[config.mk]
export PLATFORM = sky130hd
export DESIGN_NAME = wr_pending_board
export DESIGN_NICKNAME = d
export VERILOG_FILES = /design/src/rtl/hzsb_pkg.sv /design/src/rtl/hzsb_regmask.sv /design/src/rtl/hzsb_drop_track.sv /design/src/rtl/hzsb_src_check.sv /design/src/rtl/wr_pending_board.sv
export SDC_FILE = /design/constraint.sdc
export NUM_CORES = 1
export LEC_CHECK = 0
export BUFFER_PORTS_ARGS = -buffer_cell sky130_fd_sc_hd__buf_2
export CAP_MARGIN = 30
export CORE_ASPECT_RATIO = 2
export CORE_MARGIN = 5
export CORE_UTILIZATION = 40
export DETAILED_ROUTE_END_ITERATION = 16
export GPL_TIMING_DRIVEN = 0
export PLACE_DENSITY = 0.7
export SETUP_SLACK_MARGIN = 0.1
export SLEW_MARGIN = 10
export SYNTH_ARGS = -nofsm -noshare
export SYNTH_HDL_FRONTEND = slang
export SYNTH_SLANG_ARGS = --single-unit
[constraint.sdc]
create_clock -name clk -period 1.5 [get_ports clk]
set_input_delay 0.15 -clock clk [delete_from_list [all_inputs] [get_ports clk]]
set_output_delay 0.15 -clock clk [all_outputs]
set_load 0.005 [all_outputs]
[src/rtl/hzsb_pkg.sv]
package hzsb_pkg;

    typedef enum logic {
        ADDR_BINARY = 1'b0,
        ADDR_ONEHOT = 1'b1
    } addr_mode_e;

    // width of a register select for the chosen addressing mode
    function automatic int sel_width(int nreg, addr_mode_e mode);
        if (mode == ADDR_ONEHOT)
            return nreg;
        return (nreg > 1) ? $clog2(nreg) : 1;
    endfunction

    // per-unit control bundle seen by the drop tracker
    typedef struct packed {
        logic fire;
        logic sel;
        logic wflag;
        logic busy;
        logic done;
        logic dok;
    } unit_ctl_t;

endpackage

[src/rtl/hzsb_regmask.sv]
module hzsb_regmask
    import hzsb_pkg::*;
#(
    parameter int         NREG = 16,
    parameter addr_mode_e MODE = ADDR_BINARY,
    localparam int        SELW = sel_width(NREG, MODE)
) (
    input  logic [SELW-1:0] sel,
    output logic [NREG-1:0] mask
);

    generate
        if (MODE == ADDR_ONEHOT) begin : g_onehot
            assign mask = sel;
        end else begin : g_binary
            for (genvar i = 0; i < NREG; i++) begin : g_bit
                assign mask[i] = (sel == SELW'(i));
            end
        end
    endgenerate

endmodule

[src/rtl/hzsb_drop_track.sv]
module hzsb_drop_track
    import hzsb_pkg::*;
#(
    parameter int         NREG = 16,
    parameter addr_mode_e MODE = ADDR_BINARY,
    localparam int        SELW = sel_width(NREG, MODE)
) (
    input  logic            clk,
    input  logic            rst,
    input  unit_ctl_t       ctl,
    input  logic [SELW-1:0] dest,
    output logic [NREG-1:0] drop_mask
);

    logic            wflag_q;
    logic [SELW-1:0] dest_q;
    logic [NREG-1:0] dest_mask;

    always_ff @(posedge clk) begin
        if (rst) begin
            wflag_q <= 1'b0;
            dest_q  <= '0;
        end else begin
            if (!ctl.busy)
                wflag_q <= 1'b0;
            if (ctl.fire && ctl.sel) begin
                wflag_q <= ctl.wflag;
                dest_q  <= dest;
            end
        end
    end

    hzsb_regmask #(.NREG(NREG), .MODE(MODE)) u_dest_mask (
        .sel  (dest_q),
        .mask (dest_mask)
    );

    // finished without data: the promised write will never come
    assign drop_mask = (ctl.done && wflag_q && !ctl.dok) ? dest_mask : '0;

endmodule

[src/rtl/hzsb_src_check.sv]
module hzsb_src_check #(
    parameter int NREG = 16
) (
    input  logic            clk,
    input  logic            rst,
    input  logic            act,
    input  logic            busy,
    input  logic [NREG-1:0] mask,
    input  logic [NREG-1:0] pend,
    output logic            hazard
);

    logic stop_q;

    assign hazard = act && !stop_q && (|(pend & mask));

    always_ff @(posedge clk) begin
        if (rst)
            stop_q <= 1'b0;
        else
            stop_q <= busy && (stop_q || !hazard);
    end

endmodule

[src/rtl/wr_pending_board.sv]
module wr_pending_board
    import hzsb_pkg::*;
#(
    parameter int         NREG  = 16,
    parameter addr_mode_e MODE  = ADDR_BINARY,
    parameter int         NUNIT = 2,
    parameter int         NSRC  = 2,
    localparam int        SELW  = sel_width(NREG, MODE)
) (
    input  logic                  clk,
    input  logic                  rst,
    input  logic [NUNIT-1:0]      iss_fire,
    input  logic [NUNIT-1:0]      iss_sel,
    input  logic [NUNIT-1:0]      iss_wflag,
    input  logic [NUNIT*SELW-1:0] iss_dest,
    input  logic [NUNIT-1:0]      wr_grant,
    input  logic [NUNIT*SELW-1:0] wr_dest,
    input  logic [NUNIT-1:0]      unit_busy,
    input  logic [NUNIT-1:0]      unit_done,
    input  logic [NUNIT-1:0]      unit_dok,
    input  logic [NSRC-1:0]       chk_act,
    input  logic [NSRC-1:0]       chk_busy,
    input  logic [NSRC*SELW-1:0]  chk_reg,
    output logic [NSRC-1:0]       chk_hazard,
    output logic                  any_hazard,
    output logic [NREG-1:0]       pending
);

    logic [NREG-1:0] pend_q;
    logic [NREG-1:0] set_vec;
    logic [NREG-1:0] clr_vec;
    logic [NREG-1:0] set_part [NUNIT];
    logic [NREG-1:0] clr_part [NUNIT];

    generate
        for (genvar u = 0; u < NUNIT; u++) begin : g_unit
            unit_ctl_t       ctl;
            logic [NREG-1:0] iss_mask;
            logic [NREG-1:0] wr_mask;
            logic [NREG-1:0] drop_mask;

            assign ctl = '{fire:  iss_fire[u],  sel:  iss_sel[u],
                           wflag: iss_wflag[u], busy: unit_busy[u],
                           done:  unit_done[u], dok:  unit_dok[u]};

            hzsb_regmask #(.NREG(NREG), .MODE(MODE)) u_iss_mask (
                .sel  (iss_dest[u*SELW +: SELW]),
                .mask (iss_mask)
            );

            hzsb_regmask #(.NREG(NREG), .MODE(MODE)) u_wr_mask (
                .sel  (wr_dest[u*SELW +: SELW]),
                .mask (wr_mask)
            );

            hzsb_drop_track #(.NREG(NREG), .MODE(MODE)) u_drop (
                .clk       (clk),
                .rst       (rst),
                .ctl       (ctl),
                .dest      (iss_dest[u*SELW +: SELW]),
                .drop_mask (drop_mask)
            );

            assign set_part[u] = (ctl.fire && ctl.sel && ctl.wflag) ? iss_mask : '0;
            assign clr_part[u] = (wr_grant[u] ? wr_mask : '0) | drop_mask;
        end
    endgenerate

    always_comb begin
        set_vec = '0;
        clr_vec = '0;
        for (int u = 0; u < NUNIT; u++) begin
            set_vec = set_vec | set_part[u];
            clr_vec = clr_vec | clr_part[u];
        end
    end

    // set is applied after clear so a fresh writer wins a collision
    always_ff @(posedge clk) begin
        if (rst)
            pend_q <= '0;
        else
            pend_q <= (pend_q & ~clr_vec) | set_vec;
    end

    generate
        for (genvar s = 0; s < NSRC; s++) begin : g_src
            logic [NREG-1:0] rd_mask;

            hzsb_regmask #(.NREG(NREG), .MODE(MODE)) u_rd_mask (
                .sel  (chk_reg[s*SELW +: SELW]),
                .mask (rd_mask)
            );

            hzsb_src_check #(.NREG(NREG)) u_check (
                .clk    (clk),
                .rst    (rst),
                .act    (chk_act[s]),
                .busy   (chk_busy[s]),
                .mask   (rd_mask),
                .pend   (pend_q),
                .hazard (chk_hazard[s])
            );
        end
    endgenerate

    assign any_hazard = |chk_hazard;
    assign pending    = pend_q;

endmodule

==> impl_results.md, run 1 <==
- I/O Pins: between 60 and 70
- Dominant cell type by area after synthesis: dfxtp_1
- CTS Buffer Depth: 2
- Setup ws final: -0.407 ns
- CP max FO: 4
- # fillers: about 480
- Post-synth ARST share: 0%
- Max-slew headroom: between 60% and 70%
- RSZ-0062 raised after global routing: true
- Yosys Warn Count: 0
- IO Port Bufs: just under 60
- Starting Density: approximately two fifths
- Final Max Slew Viols: 0
- Total Wirelength: 7.03 mm
- Gr usage total: between 20% and 30%
- GPL Wtd Cong: 0.899
- MaxCap Viol Count: 0
- FF+latch area: between 500 and 600 µm²
- Synthesized area: 1990 µm²
- Die area: approximately 6600 µm²
- CTS tree: done
- Diode count: 0
- Hpwl dp: around 5.7 mm
- Core Util, Final: 53.6%
- Failing checks: setup timing
- Most frequent cell after synthesis: nand3_1
- Cts bufs inserted: 3
- WHS: 0.109 ns
- Vias in the first global route: 2,189
- Post-DP Area: 2360 µm²
- Worst slew pin tran: between 0.4 and 0.5 ns
- Clock root cell: clkbuf_8
- Post-synthesis sequential area ratio: 28.1%
- Largest net degree at the start of global routing: 17
- Pwr dens: 663 nW/µm²
- Nets: 370
- Vias: 2,336
- EDFF count, synth: 0
- Peak supply drop: 652 µV
- Synth area leaders: dfxtp_1 28%, a22oi_1 12%, nand3_1 9.5%
- Initial antenna violation count: 0
- Average cell area after synthesis: ~7.9 µm²
- Core Area: 4860 µm²
- Avg Vias per Cell: between 6 and 7
- CP arrival: 1.76 ns
- H-Tree Level Count: 1
- Design area: 2610 µm²
- Min cycle time layout: 1.91 ns
- # DRC: 0
- Setup crit end kind: primary output
- Share of cells above drive strength 1: 31.4%
- Worst min-delay path class: in2reg
- Total power: 0.00173 W
- Critical Path RT: 1.35 ns
- Setup CP Type: reg2out
- Post-Place Cells: 368
- LEAKAGE: around 0.98 nW
- Mapped Cells: about 250
- Top cell type's share of synthesized area: 28.1%
- Clock sinks: 28
- Hold Violations, Final: 0
- Non-Filler Instances: 382
- F_max: 0.524 GHz
- Final period util: 127%
- Iteration-0 DRC Markers: 179
- First-pass GRT wire length: 10.6 mm
- Synth Net Count: 296
- Post-synthesis register bit count: 28
- Initial DRT Pass Iterations: 5
- Die width: 59.9 µm
- Worst skew pair latency: 0.27 ns
- Area Overhead vs Synth: 30.9%
- Yosys cell types: 35
- Final setup violation count: 4
- Multi-input gate area: roughly 1400 µm²
- Register clock-pin slew on the reported worst setup and hold paths: 0.09 ns
- Number of nets with antenna violations after routing: 0
- Grt total ovfl: 0
- Die Y: 110 µm
- Worst clock skew: ~0.0021 ns
- Synth Flop Type: dfxtp_1
- WL per Instance: roughly 18 µm
- Top cells by count, synth: 38 x nand3_1, 31 x a22oi_1, 28 x dfxtp_1
- Number of cell rows: 36
- CP Launch Type: flip-flop
- Status: complete, but fails checks
## state kept, by name (all words and copies together) (netlist names)
signal / cells
g_src.u_check.stop_q: 2
g_unit.u_drop.dest_q: 8
g_unit.u_drop.wflag_q: 2
pending: 16
## path summary, 6_finish.rpt
kind	startpoint	endpoint	slack, ns	cells after the start
worst max-delay path	pending[9]	any_hazard	-0.41	6
worst min-delay path	chk_busy[1]	g_src[1].u_check.stop_q	0.11	2
worst max register to register	pending[9]	g_src[0].u_check.stop_q	-0.12	7
worst min register to register	g_unit[1].u_drop.dest_q[2]	g_unit[1].u_drop.dest_q[2]	0.47	2
## cells by family after synthesis
family	share of synthesized area, %
and+or+nand+nor	31.1
muxes	7.34
DFF	28.1
AOI/OAI and AO/OA	30.2
buffers and inverters	3.20
## repair_timing
action / CTS / global route
pin swaps: 6 / 8
endpoints found under the setup margin: 13 / 13
setup buffers: 11 / 2
gates resized for setup: 21 / 7
hold buffers: 0 / 0
## layout by cell type, fill, tap and decap left out, drive strengths merged
| master | instances |
|---|---|
| inv | 5 |
| a21oi | 26 |
| bufinv | 1 |
| a2111oi | 2 |
| nand3 | 38 |
| nand4 | 2 |
| nor3 | 8 |
| a22oi | 31 |
| a2bb2oi | 1 |
| mux2i | 12 |
| nor3b | 4 |
| and2 | 1 |
| a221oi | 2 |
| or2 | 1 |
| a32oi | 14 |
| mux2 | 2 |
| o311ai | 1 |
| and3b | 3 |
| and3 | 2 |
| a22o | 1 |
| nand2b | 3 |
| or3b | 2 |
| nand3b | 3 |
| nor2 | 17 |
| clkbuf | 6 |
| nor2b | 18 |
| nand2 | 15 |
| a31oi | 1 |
| a211oi | 1 |
| buf | 73 |
| o21ai | 1 |
| dfxtp | 28 |
## layout make-up
type,count,area share [%]
Multi-Input combinational cell,212,54.7
Sequential cell,28,22.1
Timing Repair Buffer,69,15.3
Tap cell,57,2.73
Buffer,7,1.73
Clock buffer,3,1.58
Clock inverter,1,1.15
Inverter,5,0.719
## routing by layer
| metal | vias up | part of all wire, % | track usage (%) |
|---|---|---|---|
| met4 | 0 | 5.7 | 10.9 |
| met3 | 24 | 4.7 | 2.00 |
| met5 | - | 0 | 0 |
| met1 | 1085 | 34 | 21.4 |
| met2 | 98 | 56 | 41.2 |
| li1 | 1129 | - | - |
## power by group
part	switching, W	internal, W
registers	0.0000207	0.000761
clock network	0.000233	0.000357
logic	0.000202	0.000155
## worst max-delay path: stages, from the launching register on
cell      delay, ns
dfxtp_2        0.35
mux2_4         0.28
o311ai_4       0.22
a221oi_2       0.06
a22o_4         0.25
or2_1          0.20
buf_2          0.12
## through the flow
step                      worst slack (ns)  setup TNS (ns)
after detailed placement            -0.142          -0.339
after global placement              -0.180          -0.416
after global routing                -0.453           -1.28
final                               -0.407           -1.05
after floorplan                     0.0518               0
after CTS                           -0.427          -0.989
(Power assumes the default switching activity.)
==> run 2, diff against run 1 <==
--- a/config.mk
+++ b/config.mk
@@ -11,10 +11,12 @@
 export CORE_MARGIN = 5
 export CORE_UTILIZATION = 40
 export DETAILED_ROUTE_END_ITERATION = 16
+export GPL_ROUTABILITY_DRIVEN = 1
 export GPL_TIMING_DRIVEN = 0
-export PLACE_DENSITY = 0.7
+export PLACE_DENSITY = 0.64
 export SETUP_SLACK_MARGIN = 0.1
 export SLEW_MARGIN = 10
 export SYNTH_ARGS = -nofsm -noshare
 export SYNTH_HDL_FRONTEND = slang
+export SYNTH_HIERARCHICAL = 1
 export SYNTH_SLANG_ARGS = --single-unit
==> run 2 against run 1 <==
- the run still ends with setup timing left
- non-clock buffer count is 73 higher
- first-iteration DRC count is 36% higher
- sequential share of layout area is 10 points lower
- sequential power is 0.8% higher
- synthesized cell count is 36% higher
- die area is 72% higher
- via count is 56% higher
- sequential cell count stayed put
- core utilization is 3.2 points higher
- critical path depth stayed put
- combinational power is 100% higher
- register-to-register slack worse by 0.33 ns
- largest cell class unchanged
==> impl_results.md, run 2 <==
- Initial DRT Pass Iterations: 4
- Pwr dens: 452 nW/µm²
- Final setup violation count: 19
- Synth Net Count: 386
- F_max: ~0.51 GHz
- Post-DP Area: 4250 µm²
- Average cell area after synthesis: 10.8 µm²
- Worst clock skew: 0.00174 ns
- Top cells by count, synth: 48 x and4bb_2, 34 x and4b_1, 33 x buf_4
- Number of nets with antenna violations after routing: 0
- Post-synth ARST share: 0%
- Setup ws final: -0.451 ns
- I/O Pins: 63
- Most frequent cell after synthesis: and4bb_2
- Post-Place Cells: roughly 500
- Synth area leaders: and4bb_2 16%, dfxtp_1 15%, nor4b_2 13%
- LEAKAGE: between 2 and 2.5 nW
- Register clock-pin slew on the reported worst setup and hold paths: around 0.07 ns
- Vias: 3,650
- Vias in the first global route: about 3,500
- Mapped Cells: 342
- Worst skew pair latency: about 0.27 ns
- Setup crit end kind: flip-flop
- Hold buffers post-CTS: 0
- CTS tree: done
- Clock root cell: clkbuf_16
- Synth Flop Type: dfxtp_1
- Yosys Warn Count: 6
- Total Wirelength: 13.4 mm
- Final period util: 130%
- Worst min-delay path class: in2reg
- Number of flip-flops under the largest register name: 16
- H-Tree Level Count: 1
- Diode count: 0
- Peak supply drop: 438 µV
- Crit path cell chain: buf_8 > and4bb_2 > and2_4 > or4b_4 > a221oi_4 > a221o_1
- CP Launch Type: flip-flop
- Die width: 77.9 µm
- Avg Vias per Cell: 6.59
- CP max FO: 8
- Grt total ovfl: 0
- First-pass GRT wire length: 19.4 mm
- Min cycle time layout: ~2.0 ns
- Core Util, Final: 56.9%
- Max incr delay on CP: around 0.56 ns
- WP buf/inv: 1
- MaxCap Viol Count: 0
- Iteration-0 DRC Markers: about 240
- CP arrival: 2.16 ns
- Non-Filler Instances: 554
- Core Area: ~9000 µm²
- Yosys cell types: 28
- Failing checks: setup timing
- # DRC: 0
- Setup WS pre-CTS: -0.557 ns
- Commonest non-fill, non-tap cell in the layout: buf_2
- Top cell type's share of synthesized area: 16.3%
- Critical path's top delay family: simple AND/OR/NAND/NOR gates
- CTS Buffer Depth: 2
- GPL Wtd Cong: 0.900
- Synthesized area: 3680 µm²
- Max-slew headroom: between 40% and 50%
- Post-synthesis sequential area ratio: approximately 15%
- Setup CP Type: reg2reg
- Worst slew pin tran: 0.770 ns
- WL per Instance: 24.1 µm
- RSZ-0062 raised after global routing: true
- Post-synthesis register bit count: 28
- Initial antenna violation count: 0
- Area Overhead vs Synth: 39.1%
- Largest net degree at the start of global routing: 22
- Die area: 11,300 µm²
- EDFF count, synth: 0
- Nets: 497
- Gr usage total: 21.8%
- Critical Path RT: 1.71 ns
- Design area: 5120 µm²
- Final Max Slew Viols: 0
- Number of cell rows: 49
- Share of cells above drive strength 1: 74.6%
- Status: complete, but fails checks
- Slowest stage cell, crit path: or4b_4
- Most frequent cells in the layout: 58 x buf_2, 49 x buf_4, 48 x and4bb_2
- IO Port Bufs: 60
- Hold Violations, Final: 0
- Starting Density: between 40% and 50%
- # fillers: 748
- Cts bufs inserted: 3
- Hpwl dp: 9.94 mm
- Die Y: around 150 µm
- Clock sinks: 28
- Dominant cell type by area after synthesis: and4bb_2
- Final setup TNS: -7.15 ns
-- run 2: cell count changes in the layout (fill, tap and decap cells not counted), moves of 14 or more --
| cell | change |
|---|---|
| buf_4 | +38 |
| a22oi_1 | -31 |
| and4bb_2 | +48 |
| and4b_1 | +34 |
| a221oi_4 | +15 |
| a32oi_1 | -14 |
| nand3_1 | -26 |
| a21oi_1 | -15 |
| nor4b_2 | +28 |
| or4b_4 | +16 |
| nor2b_1 | -18 |
| and2_4 | +29 |
| buf_6 | +29 |
-- run 2: worst paths after layout --
check,end,depth (start not counted),from,slack [ns]
worst max-delay path,pending[10],6,g_unit[1].u_drop/dest_q[3],-0.45
worst min-delay path,g_src[0].u_check/stop_q,2,chk_busy[0],0.11
worst max register to register,pending[10],6,g_unit[1].u_drop/dest_q[3],-0.45
worst min register to register,g_unit[0].u_drop/wflag_q,2,g_unit[0].u_drop/wflag_q,0.47
-- run 2: metal layers --
metal / global-route usage, % / vias to the layer above / part of all wire [%]
li1: - / 1681 / -
met1: 19.8 / 1796 / 31
met2: 42.0 / 124 / 57
met3: 2.11 / 49 / 3.8
met4: 16.5 / 0 / 8.1
met5: 0 / - / 0
-- run 2: timing repair --
action / CTS / global route
hold endpoints to repair: 0 / 0
gates cloned: 5 / 2
setup buffers: 21 / 18
pin swaps: 21 / 29
resized for setup: 63 / 33
setup endpoints to repair: 19 / 20
-- run 2: kinds of logic after synthesis --
logic type | synth area share (%)
AND/OR/NAND/NOR | 58.3
buffers and inverters | 9.44
AO/OA/AOI/OAI | 17.0
flip-flops | 15.2
-- run 2: power breakdown --
part           total [W]  internal [W]  switching [W]  leakage (nW)
Clock           0.000806      0.000532       0.000274        0.0511
Sequential      0.000788      0.000751      0.0000368         0.239
Combinational   0.000721      0.000352       0.000368          1.78
Total            0.00232       0.00164       0.000679          2.07
-- run 2: worst register-to-register path: cells and delay by family (launching register included) --
| family | cells | cell delay [ns] |
|---|---|---|
| compound gates | 2 | 0.45 |
| buf+inv | 1 | 0.14 |
| flops | 1 | 0.38 |
| simple gates | 3 | 0.92 |
-- run 2: final cells by class --
cell class              instances  area [µm²]  share of cell area (%)
plain buffers                  43         400                    7.81
clock buffers                   3        75.1                    1.47
clock inverters                 1        30.0                   0.586
inverters                       4        15.0                   0.293
multi-input cells             267        3120                    60.9
flip-flops and latches         28         613                    12.0
well taps                     102         128                    2.49
repair buffers                106         742                    14.5
-- run 2: stage by stage --
stage / hold slack [ns] / total power (W)
floorplan: 0.212 / 0.00118
global placement: 0.394 / 0.00138
detailed placement: 0.395 / 0.00139
CTS: 0.111 / 0.00227
global route: 0.128 / 0.00239
finish: 0.115 / 0.00232
